### src/rtl/i2cw_pkg.sv
package i2cw_pkg;

    localparam int BYTE_W = 8;
    localparam int WORD_W = 2 * BYTE_W;
    localparam int CNT_W  = $clog2(BYTE_W) + 1;

    typedef enum logic [3:0] {
        ST_IDLE,
        ST_ADDR,
        ST_ADDR_ACK,
        ST_SUB,
        ST_SUB_ACK,
        ST_WDATA,
        ST_WDATA_ACK,
        ST_RDATA,
        ST_RACK
    } state_t;

    // Bus events seen after synchronisation
    typedef struct packed {
        logic scl_hi;
        logic scl_rise;
        logic scl_fall;
        logic sda;
        logic start;
        logic stop;
    } line_ev_t;

    function automatic logic addr_hit(input logic [BYTE_W-1:0] b,
                                      input logic [6:0] dev);
        return b[BYTE_W-1:1] == dev;
    endfunction

endpackage

### src/rtl/i2cw_line_sync.sv
module i2cw_line_sync
    import i2cw_pkg::*;
#(
    parameter int STAGES = 2
) (
    input  logic     clk,
    input  logic     rst,
    input  logic     scl_i,
    input  logic     sda_i,
    output line_ev_t lev
);
    // [STAGES-1] is the synchronised level, [STAGES] the previous one
    logic [STAGES:0] scl_q;
    logic [STAGES:0] sda_q;

    always_ff @(posedge clk) begin
        if (rst) begin
            scl_q <= '1;
            sda_q <= '1;
        end else begin
            scl_q <= {scl_q[STAGES-1:0], scl_i};
            sda_q <= {sda_q[STAGES-1:0], sda_i};
        end
    end

    always_comb begin
        lev.scl_hi   = scl_q[STAGES-1];
        lev.scl_rise = scl_q[STAGES-1] & ~scl_q[STAGES];
        lev.scl_fall = ~scl_q[STAGES-1] & scl_q[STAGES];
        lev.sda      = sda_q[STAGES-1];
        lev.start    = scl_q[STAGES-1] & scl_q[STAGES] & sda_q[STAGES] & ~sda_q[STAGES-1];
        lev.stop     = scl_q[STAGES-1] & scl_q[STAGES] & ~sda_q[STAGES] & sda_q[STAGES-1];
    end

endmodule

### src/rtl/i2cw_fsm.sv
module i2cw_fsm
    import i2cw_pkg::*;
#(
    parameter logic [6:0]        DEV_ADDR = 7'h34,
    parameter logic [BYTE_W-1:0] ANC_ADDR = 8'h04
) (
    input  logic              clk,
    input  logic              rst,
    input  line_ev_t          lev,
    output logic              sda_oe,
    output logic [BYTE_W-1:0] reg_addr,
    output logic              reg_we,
    output logic [WORD_W-1:0] reg_wdata,
    input  logic [WORD_W-1:0] reg_rdata,
    output logic              anc_pop,
    input  logic [BYTE_W-1:0] anc_byte
);
    localparam logic [CNT_W-1:0] RX_LAST = CNT_W'(BYTE_W);
    localparam logic [CNT_W-1:0] TX_LAST = CNT_W'(BYTE_W - 1);

    state_t            st;
    logic [BYTE_W-1:0] sh;
    logic [BYTE_W-2:0] tx;
    logic [BYTE_W-1:0] ptr_q, hi_q, lo_q;
    logic [CNT_W-1:0]  cnt;
    logic [1:0]        wcnt;
    logic              rw_q, rsel_q, mack_q;

    logic              is_anc, rx_done, rx_state;
    logic [BYTE_W-1:0] nxt;

    always_comb begin
        is_anc   = (ptr_q == ANC_ADDR);
        nxt      = is_anc ? anc_byte
                 : (rsel_q ? reg_rdata[BYTE_W-1:0] : reg_rdata[WORD_W-1:BYTE_W]);
        rx_done  = lev.scl_fall && (cnt == RX_LAST);
        rx_state = (st == ST_ADDR) || (st == ST_SUB) || (st == ST_WDATA);
    end

    assign reg_addr  = ptr_q;
    assign reg_wdata = {hi_q, lo_q};

    always_ff @(posedge clk) begin
        if (rst) begin
            st      <= ST_IDLE;
            sh      <= '0;
            tx      <= '0;
            ptr_q   <= '0;
            hi_q    <= '0;
            lo_q    <= '0;
            cnt     <= '0;
            wcnt    <= '0;
            rw_q    <= 1'b0;
            rsel_q  <= 1'b0;
            mack_q  <= 1'b0;
            sda_oe  <= 1'b0;
            reg_we  <= 1'b0;
            anc_pop <= 1'b0;
        end else begin
            reg_we  <= 1'b0;
            anc_pop <= 1'b0;
            if (lev.start) begin
                st     <= ST_ADDR;
                cnt    <= '0;
                rsel_q <= 1'b0;
                sda_oe <= 1'b0;
            end else if (lev.stop) begin
                st     <= ST_IDLE;
                sda_oe <= 1'b0;
            end else begin
                if (lev.scl_rise && rx_state) begin
                    sh  <= {sh[BYTE_W-2:0], lev.sda};
                    cnt <= cnt + 1'b1;
                end
                case (st)
                    ST_ADDR: if (rx_done) begin
                        if (addr_hit(sh, DEV_ADDR)) begin
                            sda_oe <= 1'b1;
                            rw_q   <= sh[0];
                            st     <= ST_ADDR_ACK;
                        end else begin
                            st <= ST_IDLE;
                        end
                    end
                    ST_ADDR_ACK: if (lev.scl_fall) begin
                        cnt <= '0;
                        if (rw_q) begin
                            tx      <= nxt[BYTE_W-2:0];
                            sda_oe  <= ~nxt[BYTE_W-1];
                            rsel_q  <= ~rsel_q;
                            anc_pop <= is_anc;
                            st      <= ST_RDATA;
                        end else begin
                            sda_oe <= 1'b0;
                            st     <= ST_SUB;
                        end
                    end
                    ST_SUB: if (rx_done) begin
                        ptr_q  <= sh;
                        sda_oe <= 1'b1;
                        st     <= ST_SUB_ACK;
                    end
                    ST_SUB_ACK: if (lev.scl_fall) begin
                        sda_oe <= 1'b0;
                        cnt    <= '0;
                        wcnt   <= '0;
                        st     <= ST_WDATA;
                    end
                    ST_WDATA: if (rx_done) begin
                        sda_oe <= 1'b1;
                        if (wcnt == 2'd0) hi_q <= sh;
                        else if (wcnt == 2'd1) lo_q <= sh;
                        st <= ST_WDATA_ACK;
                    end
                    ST_WDATA_ACK: if (lev.scl_fall) begin
                        sda_oe <= 1'b0;
                        cnt    <= '0;
                        if (wcnt == 2'd1) reg_we <= 1'b1;
                        if (wcnt != 2'd2) wcnt <= wcnt + 1'b1;
                        st <= ST_WDATA;
                    end
                    ST_RDATA: if (lev.scl_fall) begin
                        if (cnt == TX_LAST) begin
                            sda_oe <= 1'b0;
                            st     <= ST_RACK;
                        end else begin
                            sda_oe <= ~tx[BYTE_W-2];
                            tx     <= {tx[BYTE_W-3:0], 1'b0};
                            cnt    <= cnt + 1'b1;
                        end
                    end
                    ST_RACK: begin
                        if (lev.scl_rise) mack_q <= ~lev.sda;
                        if (lev.scl_fall) begin
                            cnt <= '0;
                            if (mack_q) begin
                                tx      <= nxt[BYTE_W-2:0];
                                sda_oe  <= ~nxt[BYTE_W-1];
                                rsel_q  <= ~rsel_q;
                                anc_pop <= is_anc;
                                st      <= ST_RDATA;
                            end else begin
                                sda_oe <= 1'b0;
                                st     <= ST_IDLE;
                            end
                        end
                    end
                    default: ;
                endcase
            end
        end
    end

    // the write strobe lasts one cycle
    p_we_pulse_r3: assert property (@(posedge clk) disable iff (rst)
        reg_we |=> !reg_we);
    // the strobe follows the SCL fall that closes an acknowledge
    p_we_on_fall_r3: assert property (@(posedge clk) disable iff (rst)
        reg_we |-> $past(lev.scl_fall));
    // pops are single pulses and only at the stream address
    p_pop_pulse_r8: assert property (@(posedge clk) disable iff (rst)
        anc_pop |=> !anc_pop);
    p_pop_anc_r8: assert property (@(posedge clk) disable iff (rst)
        anc_pop |-> (reg_addr == ANC_ADDR));
    // SDA drive changes only while SCL is low or on a bus condition
    p_oe_scl_low_r5: assert property (@(posedge clk) disable iff (rst)
        !$stable(sda_oe) |-> ($past(!lev.scl_hi) || $past(lev.start) || $past(lev.stop)));
    // a STOP always releases the line
    p_stop_release_r10: assert property (@(posedge clk) disable iff (rst)
        $past(lev.stop) |-> !sda_oe);

endmodule

### src/rtl/i2c_word_target.sv
module i2c_word_target
    import i2cw_pkg::*;
#(
    parameter logic [6:0]        DEV_ADDR    = 7'h34,
    parameter logic [BYTE_W-1:0] ANC_ADDR    = 8'h04,
    parameter int                SYNC_STAGES = 2
) (
    input  logic              clk,
    input  logic              rst,
    input  logic              scl_i,
    input  logic              sda_i,
    output logic              sda_oe,
    output logic [BYTE_W-1:0] reg_addr,
    output logic              reg_we,
    output logic [WORD_W-1:0] reg_wdata,
    input  logic [WORD_W-1:0] reg_rdata,
    output logic              anc_pop,
    input  logic [BYTE_W-1:0] anc_byte
);
    line_ev_t lev;

    i2cw_line_sync #(.STAGES(SYNC_STAGES)) u_sync (
        .clk   (clk),
        .rst   (rst),
        .scl_i (scl_i),
        .sda_i (sda_i),
        .lev   (lev)
    );

    i2cw_fsm #(.DEV_ADDR(DEV_ADDR), .ANC_ADDR(ANC_ADDR)) u_fsm (
        .clk       (clk),
        .rst       (rst),
        .lev       (lev),
        .sda_oe    (sda_oe),
        .reg_addr  (reg_addr),
        .reg_we    (reg_we),
        .reg_wdata (reg_wdata),
        .reg_rdata (reg_rdata),
        .anc_pop   (anc_pop),
        .anc_byte  (anc_byte)
    );

endmodule

### config.mk
export PLATFORM = sky130hd
export DESIGN_NAME = i2c_word_target
export DESIGN_NICKNAME = d
export VERILOG_FILES = /design/src/rtl/i2cw_pkg.sv /design/src/rtl/i2cw_line_sync.sv /design/src/rtl/i2cw_fsm.sv /design/src/rtl/i2c_word_target.sv
export SDC_FILE = /design/constraint.sdc
export NUM_CORES = 1
export LEC_CHECK = 0
export ABC_CLOCK_PERIOD_IN_PS = 4900
export BUFFER_PORTS_ARGS = -buffer_cell sky130_fd_sc_hd__buf_2
export CAP_MARGIN = 20
export CORE_ASPECT_RATIO = 2
export CORE_UTILIZATION = 60
export DETAILED_ROUTE_END_ITERATION = 16
export PLACE_DENSITY = 0.89
export SLEW_MARGIN = 10
export SYNTH_ARGS = -nofsm -noshare
export SYNTH_HDL_FRONTEND = slang
export SYNTH_SLANG_ARGS = --single-unit
### constraint.sdc
create_clock -name clk -period 4.9 [get_ports clk]
set_input_delay 0.98 -clock clk [delete_from_list [all_inputs] [get_ports clk]]
set_output_delay 0.98 -clock clk [all_outputs]
set_load 0.05 [all_outputs]
==> results.md, run 1 <==
Outcome:
- The run finished with clean final reports.

Setup path:
- The data required time of the worst path is 5160 ps.
- The endpoint of the worst-slack reg-to-reg timing path is u_fsm.tx[0].
- Walking the worst path, the cells encountered are and4b_1 > nand2_4 > a2111oi_4 > o2111ai_1 > a21oi_1.
- The category of the most critical setup path is flip-flop to flip-flop.
- On the worst path, the slowest cell contributes a delay of 720 ps.
- Together, buffers and inverters on the worst path number 0.
- The startpoint kind of the worst setup timing path is a flip-flop.
- The startpoint of the most critical register-to-register path is u_fsm.st[1].
- The top cell family by delay on the critical path is compound AO/OA/AOI/OAI gates.
- In this run the register-to-register setup slack is 2280 ps.
- The arrival time of data at the critical path endpoint is 2880 ps.
- The worst register-to-register path has a depth of 5.
- Along the worst path, the maximum fanout reaches 21.
- The cell with the largest stage delay on the worst path is sky130_fd_sc_hd__a2111oi_4.
- The kind of end point of the critical path is a flip-flop.

STA:
- The pin slew with the least headroom to its limit is 967.8 ps.
- Setup repair after global routing left no endpoint under its margin.
- Setup violations remaining at the end of the flow were counted as 0.
- The ratio of final minimum period to clock period is 53.39%.
- The max-slew violation count is 0.
- In this run the tightest slew margin relative to its limit is 35.48%.
- The number of hold violations in the final report is 0.
- The worst path needs 2616 ps of the cycle, external delays included.
- The post-route clock skew is 10.01 ps.
- The post-route worst hold slack is 411.9 ps.
- For this run, the top clock speed supported by timing is 382.3 MHz.
- Setup total negative slack on the finished layout was measured at 0 ps.

Power and ir drop:
- The proportion of power drawn by the clock network is 48.5%.
- The leakage component of the power is 0.001400 uW.
- Net switching is 20.46% of the power.
- In this run, flip-flops and latches consume 48.2% of the power.
- The internal portion of the total power is 825.4 uW.
- The share of total power in combinational logic is 3.3%.
- The total power of the final layout is 1038 uW.
- The power density over the cells is 294.5 mW/mm2.
- The net switching component of the power is 212.3 uW.
- IR analysis of the VDD net gives a maximum drop of 0.0003322 V.

Floorplan:
- From bottom edge to top edge, the die measures 103.2 um.
- The placeable core region is 0.004910 mm2.
- The die is 52.60 um wide.
- The floorplan has 36 rows.
- The number of top-level design ports is 55.
- The effective utilization at floorplan is 62.56%.
- The overall die area is 0.005427 mm2.

GRT:
- The via count of the first global-routing pass is 2,662.
- The initial antenna violation count is 0.
- Entering global routing, the biggest net connects 56 pins.
- The met3 track demand over resource is 6.433%.
- The first global-routing pass estimated 11,700 um of wire.
- Global routing used 28.00% of the available met1 tracks.
- In this run the most used layer during global routing was met2.
- The met2 usage is 54.33%.
- The global-route congestion overflow total is 0.
- The global-route usage over all layers is 29.64%.

Logic synthesis:
- The share of Yosys cell area claimed by the top area cell type is 39.76%.
- The number of enable flip-flop cells after synthesis is 0.
- The number of nets handed over by synthesis was 402.
- The number of instances in the synthesized netlist is 368.
- The netlist area before placement is 0.003072 mm2.
- By count the netlist is led by sky130_fd_sc_hd__dfxtp_1 (61), sky130_fd_sc_hd__nand2_1 (61), sky130_fd_sc_hd__a21oi_1 (36).
- After synthesis, the share of flip-flops with an asynchronous set or reset is 0%.
- Yosys mapped the design onto 57 distinct sky130hd cell types.
- In this run, synthesis produced a sequential element count of 61.
- In the synthesized netlist the dominant register cell turns out to be sky130_fd_sc_hd__dfxtp_1.
- By area the synthesized netlist is led by sky130_fd_sc_hd__dfxtp_1 (40%), sky130_fd_sc_hd__nand2_1 (7.5%), sky130_fd_sc_hd__mux2i_1 (6.5%).
- Averaged over all synthesized cells, the footprint is 8.347 um2.
- The total of warnings raised by yosys is 0.
- The share of synthesized area occupied by flip-flops and latches is 39.76%.
- sky130_fd_sc_hd__dfxtp_1 takes more of the synthesized area than any other cell.

Place:
- Once placement completed, the tool counted placed cells totaling 454.
- The wire-length estimate of the detail-placed layout is 5270 um.
- The last weighted congestion value of the routability-driven placer is 0.9558.
- The port buffer count is 54.

Clocking:
- In this run the post-CTS setup repair buffer count came out at 0.
- The clock latency at the later pin of the worst-skew pair is 350 ps.
- After clock tree synthesis, the clock-pin slew on the worst setup and hold paths is 60 ps.
- The post-cts hold buffer count is 0.
- The count of instances resized after the clock tree is built is 0.
- The clock tree from TritonCTS is built.
- The tree is rooted in a sky130_fd_sc_hd__clkbuf_8.
- The H-tree was split into 3 levels.
- In this run, CTS created clock tree buffers numbering 9.
- The tree built by TritonCTS fans out to 61 sinks.
- Counting along the longest clock path gives a buffer depth of 2.

Layout:
- Measured on the finished design, the core utilization comes to 71.76%.
- The share of final-layout standard cells stronger than drive strength 1 is 21.07%.
- The area growth from synthesis to layout is 14.70%.
- The count of inserted antenna diode cells is 0.
- The final-layout fill cell count is 406.
- In the final layout, flip-flops and latches occupy 0.001221 mm2.
- Summing all multi-input logic gate instances after layout gives 0.001709 mm2.
- The number of nets in the finished design is 442.
- The finished layout holds 470 standard cells, fillers aside.

Drt:
- For this block, the via count after detailed routing is 2,811.
- The final layout contains routed wiring with a total length of 7200 um.
- The length of the first detailed-routing pass in iterations is 5.
- The final antenna-violating net count is 0.
- After detailed routing, the number of remaining DRC violations is 0.
- After detailed routing, the average wire length per cell comes to 15.32 um.
- In the routed layout, each cell is associated on average with a via count of 5.981.
- The number of DRC markers after the initial detailed-route iteration is 80.

Hold path:
- Counting instances, the worst hold path has a depth of 1.
- The worst hold path begins at u_sync.sda_q[0].
- The worst hold path belongs to the class flip-flop to flip-flop.
- The worst hold path terminates at u_sync.sda_q[1].

Job:
- The number of max-cap violations is 0.
## worst max path at each step
| stage | start | depth (start not counted) | end |
|---|---|---|---|
| 5_1_grt | u_fsm.st[1] | 5 | u_fsm.tx[0] |
| 4_1_cts | u_fsm.st[1] | 5 | u_fsm.tx[6] |
| 6_report | u_fsm.st[1] | 5 | u_fsm.tx[0] |
| 2_1_floorplan | u_fsm.reg_addr[2] | 6 | u_fsm.tx[6] |
| 3_5_place_dp | u_fsm.st[1] | 5 | u_fsm.tx[4] |
| 3_3_place_gp | u_fsm.st[1] | 5 | u_fsm.tx[4] |
## stage by stage
stage          worst slack, ps  area (um2)
2_1_floorplan             3097        3072
3_3_place_gp              2449        3298
3_5_place_dp              2331        3298
4_1_cts                   2321        3523
5_1_grt                   2078        3523
6_report                  2284        3523
## registers in the layout, indices dropped and copies added, names as in the netlist
name and cells:
u_fsm.anc_pop 1, u_fsm.cnt 4, u_fsm.hi_q 8, u_fsm.lo_q 8, u_fsm.mack_q 1, u_fsm.reg_addr 8
u_fsm.reg_we 1, u_fsm.rsel_q 1, u_fsm.rw_q 1, u_fsm.sda_oe 1, u_fsm.sh 8, u_fsm.st 4
u_fsm.tx 7, u_fsm.wcnt 2, u_sync.scl_q 3, u_sync.sda_q 3
## power by group through the flow
| stage | logic [uW] | clock network, uW | registers (uW) |
|---|---|---|---|
| finish | 34.7 | 503 | 500 |
| global route | 37.8 | 531 | 500 |
| CTS | 34.6 | 513 | 500 |
| detailed placement | 34.5 | 0 | 511 |
| global placement | 33.6 | 0 | 511 |
| floorplan | 20.6 | 0 | 510 |
## layer usage
layer  vias up  part of all wire, %
li1       1379                    -
met1      1293                   36
met2       112                   54
met3        27                  4.7
met4         0                  5.2
met5         -                    0
## layout make-up
| cell class | count | area share [%] |
|---|---|---|
| multi-input combinational | 275 | 48.51 |
| sequential | 61 | 34.66 |
| timing repair buffer | 54 | 7.670 |
| clock buffer | 12 | 4.403 |
| tap | 57 | 2.024 |
| clock inverter | 4 | 1.989 |
| inverter | 7 | 0.7457 |
## worst reg2reg max path: stages (launching register included)
cell and delay [ps]:
sky130_fd_sc_hd__dfxtp_1 710, sky130_fd_sc_hd__and4b_1 580, sky130_fd_sc_hd__nand2_4 130, sky130_fd_sc_hd__a2111oi_4 730
sky130_fd_sc_hd__o2111ai_1 220, sky130_fd_sc_hd__a21oi_1 170
## cell families (layout without fill, tap and decap cells)
group                    Yosys count  in the layout  synth area share, %
adder cells (fa/ha/maj)            6              6                2.444
buffers and inverters             32             77                4.603
XOR/XNOR                           3              3               0.8556
AO/OA/AOI/OAI                     77             77                17.35
multiplexers                      22             22                7.250
AND/OR/NAND/NOR                  167            167                27.74
flip-flops                        61             61                39.76
## placed cells by master (no fill, tap or decap), drive strengths merged, types with 3 or more instances in the layout
| cell | synthesis | layout |
|---|---|---|
| nand2 | 62 | 62 |
| dfxtp | 61 | 61 |
| buf | 8 | 54 |
| a21oi | 36 | 36 |
| nor2 | 32 | 32 |
| nand3 | 22 | 22 |
| mux2i | 20 | 20 |
| clkbuf | 17 | 12 |
| a311oi | 8 | 8 |
| inv | 7 | 7 |
| or2 | 7 | 7 |
| o211ai | 7 | 7 |
| nand2b | 6 | 6 |
| ha | 6 | 6 |
| o21ai | 6 | 6 |
| nor2b | 5 | 5 |
| nor4 | 5 | 5 |
| nand3b | 4 | 4 |
| nor4b | 4 | 4 |
| nand4b | 3 | 3 |
| nand4 | 3 | 3 |
| nor3 | 3 | 3 |
| a211oi | 3 | 3 |
Power figures use the tool's default switching activity.
==> run 2, diff against run 1 <==
--- a/config.mk
+++ b/config.mk
@@ -5,13 +5,13 @@
 export SDC_FILE = /design/constraint.sdc
 export NUM_CORES = 1
 export LEC_CHECK = 0
-export ABC_CLOCK_PERIOD_IN_PS = 4900
+export ABC_CLOCK_PERIOD_IN_PS = 2700
 export BUFFER_PORTS_ARGS = -buffer_cell sky130_fd_sc_hd__buf_2
 export CAP_MARGIN = 20
 export CORE_ASPECT_RATIO = 2
-export CORE_UTILIZATION = 60
+export CORE_UTILIZATION = 56
 export DETAILED_ROUTE_END_ITERATION = 16
-export PLACE_DENSITY = 0.89
+export PLACE_DENSITY = 0.84
 export SLEW_MARGIN = 10
 export SYNTH_ARGS = -nofsm -noshare
 export SYNTH_HDL_FRONTEND = slang
==> constraint.sdc (replaced) <==
create_clock -name clk -period 2.7 [get_ports clk]
set_input_delay 0.54 -clock clk [delete_from_list [all_inputs] [get_ports clk]]
set_output_delay 0.54 -clock clk [all_outputs]
set_load 0.05 [all_outputs]
==> run 2 against run 1 <==
Combinational power grew 83%. Count of clock-buffer cells in the layout grew 2. Sequential power grew 82%. Sequential cell count is the same. Global-route usage shrank 0.16 points. First-iteration DRC count shrank 16%. Critical path type unchanged. Largest cell class unchanged.
==> results.md, run 2 (synthesis results as in run 1) <==
Outcome:
- The flow ran to the end, and the final reports show no timing, DRC or antenna violations.

STA:
- Based on the critical path, the design can be clocked at up to 474.0 MHz.
- The worst relative slew slack is 56.69%.
- The final setup violation count is 0.
- The number of hold violations in the final report was 0.
- The max-slew violation count is 0.
- The ratio of final minimum period to clock period is 78.14%.
- At the pin with the least slew margin, the transition time is 643.7 ps.
- The setup TNS is 0 ps.
- Setup repair after global routing left no endpoint under its margin.
- Counting I/O delays and the setup requirement, the final critical path takes 2110 ps.
- Hold is met by 379.6 ps.
- The post-route clock skew is 4.744 ps.

Layout:
- The share of final-layout standard cells stronger than drive strength 1 is 22.14%.
- From synthesis to final layout, the design area changed by 15.15%.
- The count of cells in the finished layout, fillers not included, comes to 478.
- The count of inserted antenna diode cells is 0.
- At the end of the flow, the number of nets in the layout was 450.
- The finished layout cell area is 0.003537 mm2.
- In the layout the commonest cells are sky130_fd_sc_hd__nand2_1 (61), sky130_fd_sc_hd__dfxtp_1 (61), sky130_fd_sc_hd__buf_2 (54).
- The final core utilization is 67.62%.
- Fill cells in the final layout number 453.

GRT:
- The global-route usage over all layers is 29.48%.
- The maximum number of pins on one net before global-route repair is 37.
- The initial antenna violation count is 0.
- The global-route congestion overflow total is 0.
- The via count of the first global-routing pass is 2,698.
- The first global-routing pass estimated 12,210 um of wire.

Clocking:
- The clock net in this run drives a total of 61 sinks.
- CTS placed an instance of sky130_fd_sc_hd__clkbuf_8 at the clock tree root.
- Clock-pin slew was measured on the worst setup and hold paths at 60 ps.
- The H-tree generated during clock tree synthesis spans 3 levels.
- After clock tree synthesis, the flow added hold-fix buffers numbering 0.
- The maximum root-to-sink buffer count is 2.
- The count of instances resized after the clock tree is built is 0.
- The number of clock buffers added by TritonCTS is 9.
- TritonCTS built the clock tree.
- The clock latency at the later pin of the worst-skew pair is 340 ps.
- The buffer count from post-CTS setup fixing is 0.

Setup path:
- The endpoint of the worst-slack reg-to-reg timing path is u_fsm.tx[4].
- The setup check on the worst reg-to-reg path leaves a slack of 590 ps.
- At the worst endpoint, the arrival time is 2370 ps.
- Traced cell by cell, the critical path runs through and4b_1 > nand2_4 > a2111oi_4 > buf_4 > nor2_1 > a311oi_2.
- The startpoint kind of the worst setup timing path is a flip-flop.
- On the worst path, the slowest cell contributes a delay of 720 ps.
- Counting cells, the worst reg-to-reg path comes to 6.
- The startpoint of the most critical register-to-register path is u_fsm.st[2].
- The kind of end point of the critical path is a flip-flop.
- The critical path is of the flip-flop to flip-flop type.
- The cell with the largest stage delay on the worst path is sky130_fd_sc_hd__dfxtp_1.
- Data on the critical path is required at its endpoint by 2960 ps.
- Along the worst path, the maximum fanout reaches 19.

Floorplan:
- The die is 106.7 um tall.
- 55 I/O pins were placed.
- After floorplanning, the core was divided into 37 placement rows.
- From left edge to right edge, the die measures 54.37 um.
- The floorplan step defined a die boundary enclosing 0.005803 mm2.
- The effective utilization at floorplan is 58.72%.
- The floorplan step defined a core boundary enclosing 0.005231 mm2.

Power and ir drop:
- The leakage component of the power is 0.001419 uW.
- The worst-case IR drop observed on VDD is 0.0004900 V.
- The power density over the cells is 481.6 mW/mm2.

Hold path:
- The path with the worst hold slack has its endpoint at u_sync.sda_q[0].
- In this run the most critical hold path is launched from sda_i.
- The kind of path behind the tightest hold check is input port to flip-flop.
- The worst hold path was traced through 2 stages.

Place:
- The count of buffers added on input and output ports is 54.
- The last weighted congestion value of the routability-driven placer is 0.9320.
- The HPWL after detailed placement is 5595 um.
- After detailed placement, the design holds a cell count of 463.
- After detailed placement, the total cell area comes to 0.003359 mm2.

Drt:
- In this run the remaining antenna-violating nets after routing total 0.
- The via total after detailed routing is 2,808.
- The average wire per cell in the routed design is 15.50 um.
- The DRC violations left is 0.
- The post-detailed-routing wire length is 7411 um.
- The first TritonRoute pass finished after 4 iterations.
- For this block, the initial DRC count from the detailed router was 67.
- The average vias per placed instance is 5.874.

Job:
- Across the run, the number of max-cap violations was 0.
## run 2: cell count changes in the layout (fill, tap and decap cells not counted)
cell,before,now
sky130_fd_sc_hd__buf_4,0,8
sky130_fd_sc_hd__clkbuf_1,1,2
sky130_fd_sc_hd__bufinv_16,2,0
sky130_fd_sc_hd__clkbuf_8,11,12
sky130_fd_sc_hd__clkinv_2,2,1
## run 2: stage by stage
| step | setup WS (ps) | total power (uW) |
|---|---|---|
| after floorplan | 897.5 | 963.5 |
| after global placement | 670.7 | 989.2 |
| after detailed placement | 603.8 | 991.4 |
| after CTS | 600.6 | 1718 |
| after global routing | 389.5 | 1763 |
| final | 590.1 | 1704 |
## run 2: final cells by class
cell class	instances	area [um2]	share of cell area, %
multi-input cells	275	1709	48.32
repair buffers	62	330.3	9.339
clock buffers	14	172.7	4.882
clock inverters	1	5.005	0.1415
inverters	7	26.28	0.7428
well taps	58	72.57	2.052
flip-flops and latches	61	1221	34.52
## run 2: per-layer routing
| layer | part of all wire [%] | GRT usage [%] |
|---|---|---|
| met1 | 35 | 27.14 |
| met2 | 54 | 51.57 |
| met3 | 4.2 | 7.234 |
| met4 | 6.5 | 21.43 |
| met5 | 0 | 0 |
## run 2: worst max path at each step
stage | to | slack [ps] | startpoint | depth (start not counted)
detailed placement | u_fsm.tx[4] | 600 | u_fsm.st[2] | 6
CTS | u_fsm.tx[4] | 600 | u_fsm.st[2] | 6
floorplan | u_fsm.tx[6] | 900 | u_fsm.reg_addr[2] | 6
finish | u_fsm.tx[4] | 590 | u_fsm.st[2] | 6
global placement | u_fsm.st[0] | 670 | u_fsm.st[0] | 5
global route | u_fsm.cnt[2] | 390 | u_fsm.st[1] | 6
## run 2: power breakdown
part           internal [uW]  total (uW)  leakage [uW]  switching, uW
Clock                    402         732     0.0000926            330
Sequential               904         908      0.000492           4.10
Combinational           28.8        63.6      0.000834           34.8
## run 2: worst max-delay path, delay by kind of cell (launching register included)
kind                   cells  cell delay (ps)
AND/OR/NAND/NOR            3              520
buffers and inverters      1              250
flip-flops                 1              720
AO/OA/AOI/OAI              2              520
